==> src/rtl/core_pwrdn_pkg.sv <==
package core_pwrdn_pkg;

  typedef enum logic [2:0] {
    ST_IDLE  = 3'd0,
    ST_WAIT  = 3'd1,
    ST_CLAMP = 3'd2,
    ST_RESET = 3'd3,
    ST_POWER = 3'd4,
    ST_DONE  = 3'd5
  } seq_state_e;

endpackage

==> src/rtl/cpd_mask_decode.sv <==
module cpd_mask_decode #(
  parameter int NUM_CORES = 4,
  localparam int IDX_W = (NUM_CORES > 1) ? $clog2(NUM_CORES) : 1
) (
  input  logic [NUM_CORES-1:0] mask_i,
  output logic                 valid_o,
  output logic [IDX_W-1:0]     idx_o
);

  // Exactly one bit set is a legal request.
  assign valid_o = ($countones(mask_i) == 1);

  // OR-encode the position of the set bit.
  always_comb begin
    idx_o = '0;
    for (int i = 0; i < NUM_CORES; i++) begin
      if (mask_i[i]) idx_o = idx_o | IDX_W'(i);
    end
  end

endmodule

==> src/rtl/cpd_seq_fsm.sv <==
module cpd_seq_fsm
  import core_pwrdn_pkg::*;
#(
  parameter int NUM_CORES     = 4,
  parameter int ISO_SKIP_CORE = 0,
  localparam int IDX_W = (NUM_CORES > 1) ? $clog2(NUM_CORES) : 1
) (
  input  logic                 clk,
  input  logic                 rst,
  input  logic                 start_i,
  input  logic                 mask_valid_i,
  input  logic [NUM_CORES-1:0] mask_i,
  input  logic [IDX_W-1:0]     idx_i,
  input  logic [NUM_CORES-1:0] idle_i,
  output logic [IDX_W-1:0]     sel_idx_o,
  output logic                 clamp_we_o,
  output logic                 rst_we_o,
  output logic                 psw_we_o,
  output logic                 busy_o,
  output logic                 done_o,
  output logic                 err_o
);

  seq_state_e           state_q;
  logic [NUM_CORES-1:0] sel_q;
  logic [IDX_W-1:0]     idx_q;
  logic                 target_idle;
  logic                 skip_iso;

  assign target_idle = |(idle_i & sel_q);
  assign skip_iso    = sel_q[ISO_SKIP_CORE];

  always_ff @(posedge clk) begin
    if (rst) begin
      state_q <= ST_IDLE;
      sel_q   <= '0;
      idx_q   <= '0;
      busy_o  <= 1'b0;
      done_o  <= 1'b0;
      err_o   <= 1'b0;
    end else begin
      done_o <= 1'b0;
      err_o  <= 1'b0;
      case (state_q)
        ST_IDLE: begin
          if (start_i) begin
            if (mask_valid_i) begin
              sel_q   <= mask_i;
              idx_q   <= idx_i;
              busy_o  <= 1'b1;
              state_q <= ST_WAIT;
            end else begin
              err_o <= 1'b1;
            end
          end
        end
        ST_WAIT: begin
          if (target_idle) state_q <= skip_iso ? ST_RESET : ST_CLAMP;
        end
        ST_CLAMP: state_q <= ST_RESET;
        ST_RESET: state_q <= ST_POWER;
        ST_POWER: state_q <= ST_DONE;
        ST_DONE: begin
          done_o  <= 1'b1;
          busy_o  <= 1'b0;
          state_q <= ST_IDLE;
        end
        default: state_q <= ST_IDLE;
      endcase
    end
  end

  assign sel_idx_o  = idx_q;
  assign clamp_we_o = (state_q == ST_CLAMP);
  assign rst_we_o   = (state_q == ST_RESET);
  assign psw_we_o   = (state_q == ST_POWER);

endmodule

==> src/rtl/cpd_core_regs.sv <==
module cpd_core_regs #(
  parameter int NUM_CORES = 4,
  parameter int PSW_W     = 8,
  localparam int IDX_W = (NUM_CORES > 1) ? $clog2(NUM_CORES) : 1,
  localparam logic [PSW_W-1:0] PSW_ON  = '0,
  localparam logic [PSW_W-1:0] PSW_OFF = '1
) (
  input  logic                       clk,
  input  logic                       rst,
  input  logic [IDX_W-1:0]           idx_i,
  input  logic                       clamp_we_i,
  input  logic                       rst_we_i,
  input  logic                       psw_we_i,
  output logic [NUM_CORES-1:0]       clamp_o,
  output logic [NUM_CORES-1:0]       rstn_o,
  output logic [NUM_CORES*PSW_W-1:0] psw_o
);

  for (genvar i = 0; i < NUM_CORES; i++) begin : g_core
    logic             hit;
    logic             clamp_q;
    logic             rstn_q;
    logic [PSW_W-1:0] psw_q;

    assign hit = (idx_i == IDX_W'(i));

    always_ff @(posedge clk) begin
      if (rst) begin
        clamp_q <= 1'b0;
        rstn_q  <= 1'b1;
        psw_q   <= PSW_ON;
      end else begin
        if (clamp_we_i && hit) clamp_q <= 1'b1;
        if (rst_we_i && hit)   rstn_q  <= 1'b0;
        if (psw_we_i && hit)   psw_q   <= PSW_OFF;
      end
    end

    assign clamp_o[i]               = clamp_q;
    assign rstn_o[i]                = rstn_q;
    assign psw_o[i*PSW_W +: PSW_W]  = psw_q;
  end

endmodule

==> src/rtl/core_pwrdn_seq.sv <==
module core_pwrdn_seq #(
  parameter int NUM_CORES     = 4,
  parameter int PSW_W         = 8,
  parameter int ISO_SKIP_CORE = 0,
  localparam int IDX_W = (NUM_CORES > 1) ? $clog2(NUM_CORES) : 1
) (
  input  logic                       clk,
  input  logic                       rst,
  input  logic                       start_i,
  input  logic [NUM_CORES-1:0]       core_mask_i,
  input  logic [NUM_CORES-1:0]       idle_i,
  output logic                       busy_o,
  output logic                       done_o,
  output logic                       err_o,
  output logic [NUM_CORES-1:0]       clamp_o,
  output logic [NUM_CORES-1:0]       rstn_o,
  output logic [NUM_CORES*PSW_W-1:0] psw_o
);

  logic             mask_valid;
  logic [IDX_W-1:0] req_idx;
  logic [IDX_W-1:0] sel_idx;
  logic             clamp_we;
  logic             rst_we;
  logic             psw_we;

  cpd_mask_decode #(.NUM_CORES(NUM_CORES)) u_dec (
    .mask_i  (core_mask_i),
    .valid_o (mask_valid),
    .idx_o   (req_idx)
  );

  cpd_seq_fsm #(.NUM_CORES(NUM_CORES), .ISO_SKIP_CORE(ISO_SKIP_CORE)) u_fsm (
    .clk          (clk),
    .rst          (rst),
    .start_i      (start_i),
    .mask_valid_i (mask_valid),
    .mask_i       (core_mask_i),
    .idx_i        (req_idx),
    .idle_i       (idle_i),
    .sel_idx_o    (sel_idx),
    .clamp_we_o   (clamp_we),
    .rst_we_o     (rst_we),
    .psw_we_o     (psw_we),
    .busy_o       (busy_o),
    .done_o       (done_o),
    .err_o        (err_o)
  );

  cpd_core_regs #(.NUM_CORES(NUM_CORES), .PSW_W(PSW_W)) u_regs (
    .clk        (clk),
    .rst        (rst),
    .idx_i      (sel_idx),
    .clamp_we_i (clamp_we),
    .rst_we_i   (rst_we),
    .psw_we_i   (psw_we),
    .clamp_o    (clamp_o),
    .rstn_o     (rstn_o),
    .psw_o      (psw_o)
  );

endmodule

==> config.mk <==
export PLATFORM = sky130hd
export DESIGN_NAME = core_pwrdn_seq
export DESIGN_NICKNAME = d
export VERILOG_FILES = /design/src/rtl/core_pwrdn_pkg.sv /design/src/rtl/cpd_mask_decode.sv /design/src/rtl/cpd_seq_fsm.sv /design/src/rtl/cpd_core_regs.sv /design/src/rtl/core_pwrdn_seq.sv
export SDC_FILE = /design/constraint.sdc
export NUM_CORES = 1
export LEC_CHECK = 0
export ABC_AREA = 1
export BUFFER_PORTS_ARGS = -buffer_cell sky130_fd_sc_hd__buf_2
export CELL_PAD_IN_SITES_DETAIL_PLACEMENT = 1
export CELL_PAD_IN_SITES_GLOBAL_PLACEMENT = 2
export CORE_ASPECT_RATIO = 0.6
export CORE_UTILIZATION = 24
export CTS_BUF_LIST = sky130_fd_sc_hd__clkbuf_4
export CTS_CLUSTER_DIAMETER = 50
export CTS_CLUSTER_SIZE = 8
export DETAILED_ROUTE_END_ITERATION = 6
export PLACE_DENSITY = 0.9
export SLEW_MARGIN = 20
export SYNTH_ARGS = -nofsm -noshare
export SYNTH_HDL_FRONTEND = slang
export SYNTH_SLANG_ARGS = --single-unit
==> constraint.sdc <==
create_clock -name clk -period 1.55 [get_ports clk]
set_input_delay 0.0775 -clock clk [delete_from_list [all_inputs] [get_ports clk]]
set_output_delay 0.0775 -clock clk [all_outputs]
set_load 0.01 [all_outputs]
==> metrics.md <==
| Metric | Value |
|---|---|
| Max FO, Critical Path | 8 |
| Clock Path Buffers | 2 |
| Max Clock Skew | between 0.003 and 0.004 ns |
| Reg clk slew, reported paths | 0.14 ns |
| Worst setup margin | 0.0479 ns |
| Share of cells above drive strength 1 | 0.417 |
| Total track usage | 0.114 |
| Initial DRC count | 18 |
| Largest net degree at the start of global routing | 15 |
| Leak Pwr | 0.000757 µW |
| Routed Antenna Nets | 0 |
| CP top delay family | adder cells |
| Worst EP required | 1.78 ns |
| Hold-fix buffers, CTS | 0 |
| Minimum clock period | 1.50 ns |
| R2r startpoint | u_fsm.state_q[1]$_SDFFE_PP0P_ |
| Pre-CTS setup slack | -0.360 ns |
| Area delta synth->final | 17.9% |
| Syn Nets | 183 |
| CTS sink count | 24 |
| Critical path depth | 11 |
| Drt via density | around 4.0 |
| First-pass GRT wire length | 4780 µm |
| Cell area after synthesis | 1280 µm² |
| Final setup violation count | 0 |
| Critical path's largest stage delay | about 0.47 ns |
| Post-detail-place hpwl | 2390 µm |
| PortBufs | 53 |
| Post-Synth Adder-Cell Area | 0.0546 |
| Crit. Startpoint | core_mask_i[3] |
| Multiplexer share of the synthesized area | 0 |
| DR pass1 iterations | 4 |
| CP max stage cell | fa_1 |
| HP Start | start_i |
| Overflow after GRT | 0 |
| Hold depth | 3 |
| Arr. time, crit path | approximately 1.7 ns |
| Routability cong. | 0.721 |
| CP bufs+invs | 3 |
| WL per Instance | 11.6 µm |
| Vias | roughly 1000 |
| Number of synthesis warnings | 0 |
| Post-Synth XOR/XNOR Area | 0 |
| CP Capture Type | register |
| Multi-input combinational cell area | 514 µm² |
| Largest family of logic cells by synthesized area | buffers and inverters |
| FF+latch count, synth | 24 |
| Sequential fraction of the synthesis area | 0.374 |
| Fin crit share | 0.969 |
| Max Slew Vio Count | 0 |
| RSZ-0062 raised after global routing | no |
| Reg2reg path depth | 6 |
| Row count | 20 |
| Compound-Gate Fraction of Synth Area | 0.0955 |
| Worst Hold Class | in -> reg |
| Post-Synth Simple-Gate Area | 0.210 |
| CP Cell Sequence | buf_4 -> inv_6 -> ha_4 -> ha_4 -> fa_1 -> inv_2 -> nand3_4 -> nor2_4 -> nand2_1 -> nand2_1 -> a21oi_2 |
| Insertion delay to the later sink of the worst-skew pair | 0.32 ns |
| Worst-margin pin slew | 0.339 ns |
| # H-tree levels | 1 |
| Nets | approximately 210 |
| Peak VDD IR | around 380 µV |
| Chip height | 58.7 µm |
| CTS tree | yes |
| Filler cells | 638 |
| Outcome | complete, no violations |
| Initial antenna violation count | 0 |
| Die Width | 96.4 µm |
| Max Clk Rate | 666 MHz |
| CP Class | in -> reg |
| Startpoint class of the critical path | input pin |
| IO Count | 54 |
| CTS root buf | clkbuf_4 |
| Hold slack | 0.0616 ns |
| # Max-Cap Violations | 0 |
| Core area | 5100 µm² |
| # DRC | 0 |
| Average cell area after synthesis | 7.69 µm² |
| Hold Fails Final Rpt | 0 |
| CTS Buf Count | 3 |
| Vias in the first global route | 956 |
| Synth unique cells | 22 |
| Die ar. | 5660 µm² |
| Initial Util | 0.251 |
| Antenna diodes | 0 |
| Total Wirelength | 3000 µm |
| Syn Inst Count | 167 |
| Register area | 480 µm² |
| Power density over the cells | between 900 and 1000 nW/µm² |
| Relative slew slack | 0.774 |
==> cell families after synthesis <==
logic type / Yosys count
AOI/OAI and AO/OA: 21
buffers and inverters: 55
adders and majority gates: 5
DFF: 24
and+or+nand+nor: 62
==> stage by stage <==
step	utilization	area, µm²	power [µW]	instances	setup TNS, ns
final	0.297	1510	1400	258	0
after global routing	0.297	1510	1470	258	0
after CTS	0.292	1490	1390	257	0
after detailed placement	0.282	1440	925	253	-2.55
after global placement	0.282	1440	916	253	-1.53
after floorplan	-	1330	839	167	0
==> power breakdown <==
group | leakage (µW) | switching, µW | total [µW] | internal [µW]
clock network | 0.0000279 | 205 | 466 | 261
registers | 0.000194 | 28.2 | 674 | 646
logic | 0.000535 | 153 | 259 | 106
==> cell usage after synthesis <==
cell type | n | area share
nand3_1 | 4 | 0.016
fa_1 | 1 | 0.016
nor4_1 | 1 | 0.0049
nor2_4 | 1 | 0.0088
o21a_1 | 1 | 0.0059
ha_1 | 4 | 0.039
buf_4 | 36 | 0.21
nor2_1 | 22 | 0.064
nand2_1 | 26 | 0.076
inv_1 | 15 | 0.044
dfxtp_1 | 24 | 0.37
nand3_2 | 1 | 0.0078
clkbuf_1 | 2 | 0.0059
inv_2 | 2 | 0.0059
o31ai_1 | 3 | 0.018
a21oi_1 | 11 | 0.043
a21oi_2 | 2 | 0.014
nor2_2 | 2 | 0.0097
nor3_1 | 2 | 0.0078
nand4_1 | 2 | 0.0097
or2_2 | 1 | 0.0049
o21ai_0 | 4 | 0.016
==> worst register-to-register path, stage by stage, from the launching register on <==
cell and delay (ns):
dfxtp_1 0.40, nor2_2 0.19, nand3_2 0.12, nor2_4 0.22
nand2_1 0.10, nand2_1 0.10, a21oi_2 0.04
==> placed cells by master (no fill, tap or decap), types with 4 or more instances in the layout <==
cell type and n:
buf_2 52, nand2_1 26, dfxtp_1 24, nor2_1 21
inv_1 12, a21oi_1 11, buf_4 7, o21ai_0 4
==> worst paths after layout <==
check / end / slack [ns]
worst max-delay path: u_fsm.sel_idx_o[1]$_SDFFE_PP0P_ / 0.05
worst min-delay path: u_fsm.err_o$_SDFF_PP0_ / 0.06
worst max register to register: u_fsm.sel_idx_o[1]$_SDFFE_PP0P_ / 0.28
worst min register to register: u_regs.g_core[2].rstn_q$_SDFFE_PP1P_ / 0.46
==> registers in the layout (all words and copies together), names as in the netlist <==
signal	flops
u_fsm.sel_q	4
u_regs.g_core.clamp_q	4
u_regs.g_core.psw_q	4
u_regs.g_core.rstn_q	4
u_fsm.state_q	3
u_fsm.sel_idx_o	2
u_fsm.busy_o	1
u_fsm.done_o	1
u_fsm.err_o	1
==> cell type report <==
cell class / count / share of cell area
Clock buffer: 3 / 0.0149
Clock inverter: 1 / 0.0198
Sequential cell: 24 / 0.317
Inverter: 17 / 0.0471
Multi-Input combinational cell: 88 / 0.340
Tap cell: 66 / 0.0545
Timing Repair Buffer: 59 / 0.207
==> layer usage <==
metal	vias to the layer above	part of all wire	global-route usage
li1	543	-	-
met1	472	0.54	0.169
met2	27	0.41	0.159
met3	2	0.052	0.0439
met4	0	0.0027	0.0126
met5	-	0	0
==> repair_timing <==
| action | CTS | global route |
|---|---|---|
| buffers inserted | 0 | 1 |
| setup endpoints to repair | 0 | 6 |
| gates resized for setup | 0 | 5 |
Power figures use the tool's default switching activity.
